**config.mk**
```make
export PLATFORM = sky130hd
export DESIGN_NAME = gray_phase_clkgen
export DESIGN_NICKNAME = d
export VERILOG_FILES = /design/src/rtl/gray_clk_pkg.sv /design/src/rtl/gray_seq.sv /design/src/rtl/por_hold.sv /design/src/rtl/wr_strobe.sv /design/src/rtl/gray_phase_clkgen.sv
export SDC_FILE = /design/constraint.sdc
export NUM_CORES = 1
export LEC_CHECK = 0
export BUFFER_PORTS_ARGS = -buffer_cell sky130_fd_sc_hd__buf_2
export CAP_MARGIN = 15
export CORE_AREA = 2 2 39 41
export CTS_CLUSTER_DIAMETER = 120
export CTS_CLUSTER_SIZE = 16
export DETAILED_ROUTE_END_ITERATION = 6
export DIE_AREA = 0 0 41 43
export SYNTH_ARGS = -nofsm -noshare
export SYNTH_HDL_FRONTEND = slang
export SYNTH_SLANG_ARGS = --single-unit
```
**constraint.sdc**
```tcl
create_clock -name clk_2x_i -period 1.75 [get_ports clk_2x_i]
set_input_delay 0.175 -clock clk_2x_i [delete_from_list [all_inputs] [get_ports clk_2x_i]]
set_output_delay 0.175 -clock clk_2x_i [all_outputs]
set_load 0.02 [all_outputs]
```
**src/rtl/gray_clk_pkg.sv**
```systemverilog
package gray_clk_pkg;

    // Gray phases within one processor cycle, encoded {bit1, bit0}
    typedef enum logic [1:0] {
        PH_Q1 = 2'b00,
        PH_Q2 = 2'b01,
        PH_Q3 = 2'b11,
        PH_Q4 = 2'b10
    } phase_e;

    function automatic phase_e phase_next(input phase_e cur);
        phase_e nxt;
        case (cur)
            PH_Q1:   nxt = PH_Q2;
            PH_Q2:   nxt = PH_Q3;
            PH_Q3:   nxt = PH_Q4;
            default: nxt = PH_Q1;
        endcase
        return nxt;
    endfunction

endpackage

```
**src/rtl/gray_seq.sv**
```systemverilog
module gray_seq
    import gray_clk_pkg::*;
#(
    parameter int STEP_ADV = 2
) (
    input  logic   clk,
    input  logic   rst,
    input  logic   free_run,
    input  logic   step_in,
    output phase_e phase_o,
    output logic   cyc_start_o,
    output logic   enter_wq_o,
    output logic   cyc_end_o
);
    localparam int CRW = $clog2(STEP_ADV + 1);

    typedef struct packed {
        phase_e         phase;
        logic [CRW-1:0] credit;
        logic           step_prev;
    } seq_t;

    seq_t s_q, s_d;
    logic adv;

    always_comb begin
        s_d = s_q;
        adv = free_run || (s_q.credit != '0);
        s_d.step_prev = step_in;
        if (adv) begin
            s_d.phase = phase_next(s_q.phase);
        end
        if (!free_run && step_in && !s_q.step_prev) begin
            s_d.credit = CRW'(STEP_ADV);
        end else if (!free_run && s_q.credit != '0) begin
            s_d.credit = s_q.credit - 1'b1;
        end else if (free_run) begin
            s_d.credit = '0;
        end
    end

    always_ff @(posedge clk) begin
        if (rst) begin
            s_q <= '{phase: PH_Q1, credit: '0, step_prev: 1'b0};
        end else begin
            s_q <= s_d;
        end
    end

    assign phase_o     = s_q.phase;
    assign cyc_start_o = adv && (s_q.phase == PH_Q1);
    assign enter_wq_o  = adv && (s_q.phase == PH_Q3);
    assign cyc_end_o   = adv && (s_q.phase == PH_Q4);

    // one bit changes per advance
    p_one_bit_step_r1: assert property (@(posedge clk) disable iff (rst)
        (s_q.phase != $past(s_q.phase)) |-> ($countones(s_q.phase ^ $past(s_q.phase)) == 1));

    // no credit in step mode means the phase holds
    p_step_hold_r8: assert property (@(posedge clk) disable iff (rst)
        (!free_run && s_q.credit == '0) |=> $stable(s_q.phase));

    // reset forces phase 00
    p_rst_phase_r3: assert property (@(posedge clk)
        rst |=> (s_q.phase == PH_Q1));

endmodule

```
**src/rtl/por_hold.sv**
```systemverilog
module por_hold #(
    parameter int RST_CYCLES = 2
) (
    input  logic clk,
    input  logic rst,
    input  logic cyc_end,
    output logic cpu_rst_o
);
    localparam int CW = $clog2(RST_CYCLES + 1);

    typedef struct packed {
        logic [CW-1:0] done;
        logic          hold;
    } por_t;

    por_t p_q, p_d;

    always_comb begin
        p_d = p_q;
        if (cyc_end && p_q.done < CW'(RST_CYCLES)) begin
            p_d.done = p_q.done + 1'b1;
        end
        p_d.hold = (p_d.done < CW'(RST_CYCLES));
    end

    always_ff @(posedge clk) begin
        if (rst) begin
            p_q <= '{done: '0, hold: 1'b1};
        end else begin
            p_q <= p_d;
        end
    end

    assign cpu_rst_o = p_q.hold;

    // the hold can only drop at a cycle boundary
    p_hold_drop_r4: assert property (@(posedge clk) disable iff (rst)
        $fell(p_q.hold) |-> $past(cyc_end));

endmodule

```
**src/rtl/wr_strobe.sv**
```systemverilog
module wr_strobe (
    input  logic clk,
    input  logic rst,
    input  logic cyc_start,
    input  logic enter_wq,
    input  logic cyc_end,
    input  logic cpu_rst,
    input  logic wr_req,
    output logic we_o
);
    typedef struct packed {
        logic pend;
        logic we;
    } wr_t;

    wr_t w_q, w_d;

    always_comb begin
        w_d = w_q;
        if (cyc_start) begin
            w_d.pend = wr_req && !cpu_rst;
        end else if (cyc_end) begin
            w_d.pend = 1'b0;
        end
        if (enter_wq) begin
            w_d.we = w_q.pend;
        end else if (cyc_end) begin
            w_d.we = 1'b0;
        end
    end

    always_ff @(posedge clk) begin
        if (rst) begin
            w_q <= '{pend: 1'b0, we: 1'b0};
        end else begin
            w_q <= w_d;
        end
    end

    assign we_o = w_q.we;

    // nothing is captured during processor reset
    p_no_capture_in_rst_r7: assert property (@(posedge clk) disable iff (rst)
        (cyc_start && cpu_rst) |=> !w_q.pend);

endmodule

```
**src/rtl/gray_phase_clkgen.sv**
```systemverilog
module gray_phase_clkgen
    import gray_clk_pkg::*;
#(
    parameter int RST_CYCLES = 2,
    parameter int STEP_ADV   = 2
) (
    input  logic clk_2x_i,
    input  logic rst_i,
    input  logic free_run_i,
    input  logic step_i,
    input  logic wr_req_i,
    output logic cpu_clk_o,
    output logic ram_clk_o,
    output logic mem_we_o,
    output logic cpu_rst_o
);
    phase_e phase;
    logic   cyc_start, enter_wq, cyc_end;

    gray_seq #(.STEP_ADV(STEP_ADV)) u_seq (
        .clk         (clk_2x_i),
        .rst         (rst_i),
        .free_run    (free_run_i),
        .step_in     (step_i),
        .phase_o     (phase),
        .cyc_start_o (cyc_start),
        .enter_wq_o  (enter_wq),
        .cyc_end_o   (cyc_end)
    );

    por_hold #(.RST_CYCLES(RST_CYCLES)) u_por (
        .clk       (clk_2x_i),
        .rst       (rst_i),
        .cyc_end   (cyc_end),
        .cpu_rst_o (cpu_rst_o)
    );

    wr_strobe u_wr (
        .clk       (clk_2x_i),
        .rst       (rst_i),
        .cyc_start (cyc_start),
        .enter_wq  (enter_wq),
        .cyc_end   (cyc_end),
        .cpu_rst   (cpu_rst_o),
        .wr_req    (wr_req_i),
        .we_o      (mem_we_o)
    );

    assign cpu_clk_o = phase[0];
    assign ram_clk_o = phase[1];

    // strobe only in the third quarter
    p_we_quarter_r5: assert property (@(posedge clk_2x_i) disable iff (rst_i)
        mem_we_o |-> (!cpu_clk_o && ram_clk_o));

    // no strobe while the processor is held in reset
    p_we_not_in_rst_r7: assert property (@(posedge clk_2x_i) disable iff (rst_i)
        cpu_rst_o |-> !mem_we_o);

    // reset drops the strobe and raises the processor reset
    p_rst_outputs_r3: assert property (@(posedge clk_2x_i)
        rst_i |=> (cpu_rst_o && !mem_we_o));

    // processor reset is released entering phase 00
    p_rst_release_r4: assert property (@(posedge clk_2x_i) disable iff (rst_i)
        $fell(cpu_rst_o) |-> (!cpu_clk_o && !ram_clk_o));

endmodule

```
==> metrics.log <==
INFO  metric status = finished, final reports clean
INFO  metric max_freq = 711 MHz
INFO  metric cts_resized = 0
INFO  metric gr-usage-all-layers = 10.1%
INFO  metric synth-seq-cells = 10
INFO  metric coreArea = about 1400 µm²
INFO  metric via_density_per_instance = a little under 5
INFO  metric area.sequential = ~200 µm²
INFO  metric cts_max_path_buffers = 2
INFO  metric cts_setup_buffers = 0
INFO  metric critical-path-max-stage-delay = ~0.34 ns
INFO  metric power_switching = between 0.1 and 0.15 mW
INFO  metric postSynthAreaPerCell = approximately 9.6 µm²
INFO  metric leakagePower = 0.204 nW
INFO  metric synthCells = 44
INFO  metric final-hold-violation-count = 0
INFO  metric fillCellCount = 150
INFO  metric die_h = 43 µm
INFO  metric slew_headroom = between 80 and 90%
INFO  metric number_of_buffers_inserted_by_hold_repair_at_cts = 0
INFO  metric die-area = approximately 1800 µm²
INFO  metric detail_route.wirelength = between 700 and 800 µm
INFO  metric crit_family = simple AND/OR/NAND/NOR gates
INFO  metric worst_clock_skew = approximately 0.0039 ns
INFO  metric min_from = free_run_i
INFO  metric whs_path_depth = 2
INFO  metric antenna_violations_before_repair = 0
INFO  metric crit_chain = inv_1 -> ha_1 -> and2b_4 -> nor4_4 -> mux2_4
INFO  metric drtAntennaViolNets = 0
INFO  metric pin_count_of_the_biggest_net_entering_global_routing = 12
INFO  metric dp_slack = about 0.34 ns
INFO  metric critPathCaptureType = flip-flop
INFO  metric p_sw_share = approximately a quarter
INFO  metric grt_pass1_vias = 317
INFO  metric antenna-diode-count = 0
INFO  metric crit_type = flip-flop to flip-flop
INFO  metric rd_place_congestion = approximately 0.60
INFO  metric remaining_drc_errors = 0
INFO  metric iteration_count_of_the_initial_detailed_routing_pass = 4
INFO  metric area_delta_synth_final = 18.7%
INFO  metric cellInternalPower = ~0.34 mW
INFO  metric area_of_the_multi_input_gates = around 200 µm²
INFO  metric worst_path_required_time = 1.90 ns
INFO  metric grt_overflow_total = 0
INFO  metric crit_path_max_fanout = 6
INFO  metric routedWlPerCell = 10.3 µm
INFO  metric synth_area = ~420 µm²
INFO  metric synth-edff-count = 0
INFO  metric critical_path.n_buffers_inverters = 1
INFO  metric cts_tree = built
INFO  metric yosys.area.top_type = sky130_fd_sc_hd__dfxtp_1
INFO  metric ff2ff_path_depth = 5
INFO  metric numClockSinks = 10
INFO  metric drive_gt1_share = between 20 and 30%
INFO  metric worst_path_max_delay_cell = sky130_fd_sc_hd__dfxtp_1
INFO  metric min_period_over_period = about four fifths
INFO  metric detailroute.via_count = 337
INFO  metric regToRegEndpoint = u_por.p_q[1]
INFO  metric timing.critical_path.arrival = 1.55 ns
INFO  metric cts_inserted_buffers = 3
INFO  metric dominantRegCellSynth = sky130_fd_sc_hd__dfxtp_1
INFO  metric power.density_cell_area = 898 nW/µm²
INFO  metric cts_htree_levels = 1
INFO  metric comb_power_share = 12.1%
INFO  metric detail_route.iter0.violations = 2
INFO  metric share_seq_of_total_power = a little over half
INFO  metric clockRootBuffer = sky130_fd_sc_hd__clkbuf_4
INFO  metric worst_r2r_startpoint = u_seq.s_q[1]
INFO  metric setup.worst_path.start = u_seq.s_q[1]
INFO  metric holdPathEnd = u_seq.s_q[1]
INFO  metric hp-class = input pin to flip-flop
INFO  metric initial_utilization = a little under a third
INFO  metric synthDistinctLibCells = 22
INFO  metric nNetsFinal = between 60 and 70
INFO  metric vdd_drop_max = 0.000380 V
INFO  metric final-max-slew-violation-count = 0
INFO  metric netlist_top_cells_area = sky130_fd_sc_hd__dfxtp_1, sky130_fd_sc_hd__nor4_4, sky130_fd_sc_hd__nor2_1
INFO  metric post-synth-top-area-fraction = a little under half
INFO  metric clock_insertion_delay_worst_skew = approximately 0.25 ns
INFO  metric top_level_ports = 9
INFO  metric synth.cells.most_frequent = sky130_fd_sc_hd__dfxtp_1, sky130_fd_sc_hd__nor2_1, sky130_fd_sc_hd__a21oi_1, sky130_fd_sc_hd__inv_1, sky130_fd_sc_hd__nor2b_1
INFO  metric die_width = approximately 41 µm
INFO  metric clkSlewWorstSetupHoldPaths = approximately 0.06 ns
INFO  metric detailedPlacementHpwl = between 500 and 600 µm
INFO  metric start_kind = flip-flop
INFO  metric tns = 0 ns
INFO  metric grt_pass1_wl = 1.17 mm
INFO  metric postLayoutSetupSlackWorst = about 0.34 ns
INFO  metric synth.yosys.seq_area_share = 47.5%
INFO  metric cap_violations = 0
INFO  metric synth.most_common_cell = sky130_fd_sc_hd__dfxtp_1
INFO  metric synth_async_sr_flop_share = 0%
INFO  metric core.rowCount = 14
INFO  metric ys_warn_count = 0
INFO  metric synth_fp_nets = 50
INFO  metric power.clock.fraction = 33.3%
INFO  metric port-buffer-count = 8
INFO  metric totalPowerFinal = around 0.45 mW
INFO  metric setup_violations = 0
INFO  metric rsz0062_at_grt = no
INFO  metric post-route-min-period = 1.41 ns
INFO  metric timing_worst_slew_pin_value = ~0.26 ns
INFO  metric reg2reg_slack = approximately 0.34 ns
[stage by stage]
step	hold slack [ns]	area [µm²]	std cells	utilization, %
2_1_floorplan	0.254	422	44	-
3_3_place_gp	0.386	478	67	34.5
3_5_place_dp	0.390	478	67	34.5
4_1_cts	0.119	500	70	36.2
5_1_grt	0.120	500	70	36.2
6_report	0.128	500	70	36.2
[cell type report]
cell class	count	area share, %
Tap cell	16	4.00
Clock buffer	3	4.50
Inverter	4	3.00
Multi-Input combinational cell	29	40.5
Timing Repair Buffer	8	8.00
Sequential cell	10	40.0
[power by group through the flow]
stage / clock, mW / combinational, mW / sequential, mW
floorplan: 0 / 0.0355 / 0.254
global placement: 0 / 0.0535 / 0.250
detailed placement: 0 / 0.0553 / 0.251
CTS: 0.156 / 0.0555 / 0.245
global route: 0.169 / 0.0616 / 0.246
finish: 0.149 / 0.0544 / 0.245
[per-layer routing]
metal	wire, µm	part of all wire [%]	up-vias	track usage [%]
li1	-	-	171	-
met1	352	49	156	11.1
met2	309	43	8	15.0
met3	48	6.7	2	4.71
met4	7	0.97	0	6.00
met5	0	0	-	0
[worst max-delay path by stage]
stage	to	slack, ns	depth (start not counted)
floorplan	u_por.p_q[1]	0.39	5
global placement	u_por.p_q[1]	0.36	5
detailed placement	u_por.p_q[1]	0.34	5
CTS	u_por.p_q[1]	0.33	5
global route	u_por.p_q[1]	0.26	5
finish	u_por.p_q[1]	0.34	5
[cells by family after synthesis]
family	synth area share [%]
adders and majority gates	2.97
DFF	47.5
xor gates and xnor gates	2.08
buffers and inverters	4.45
and+or+nand+nor	25.5
muxes	5.93
AOI/OAI and AO/OA	11.6
[state kept, by name (all words and copies together), names as in the netlist, named ones only]
signal,cells
u_seq.s_q,3
u_por.p_q,1
u_wr.we_o,1
u_por.cpu_rst_o,1
u_seq.phase_o,2
u_wr.w_q,1
[cells in the final DEF (no fill, tap or decap)]
master and n:
sky130_fd_sc_hd__o21a_1 1, sky130_fd_sc_hd__mux2_4 1, sky130_fd_sc_hd__and2b_4 1, sky130_fd_sc_hd__inv_2 1
sky130_fd_sc_hd__ha_1 1, sky130_fd_sc_hd__xor2_1 1, sky130_fd_sc_hd__dfxtp_1 10, sky130_fd_sc_hd__nor2_1 5
sky130_fd_sc_hd__a211oi_1 1, sky130_fd_sc_hd__nand4_1 2, sky130_fd_sc_hd__nand2b_1 1, sky130_fd_sc_hd__mux2i_1 1
sky130_fd_sc_hd__a41oi_1 1, sky130_fd_sc_hd__nand2_1 2, sky130_fd_sc_hd__clkbuf_4 3, sky130_fd_sc_hd__o21ai_1 2
sky130_fd_sc_hd__inv_1 3, sky130_fd_sc_hd__nor4_1 1, sky130_fd_sc_hd__nor2b_1 3, sky130_fd_sc_hd__a21oi_1 3
sky130_fd_sc_hd__nor4_4 1, sky130_fd_sc_hd__buf_2 8, sky130_fd_sc_hd__or2_1 1
No activity file was read; power rests on OpenSTA's default activity.
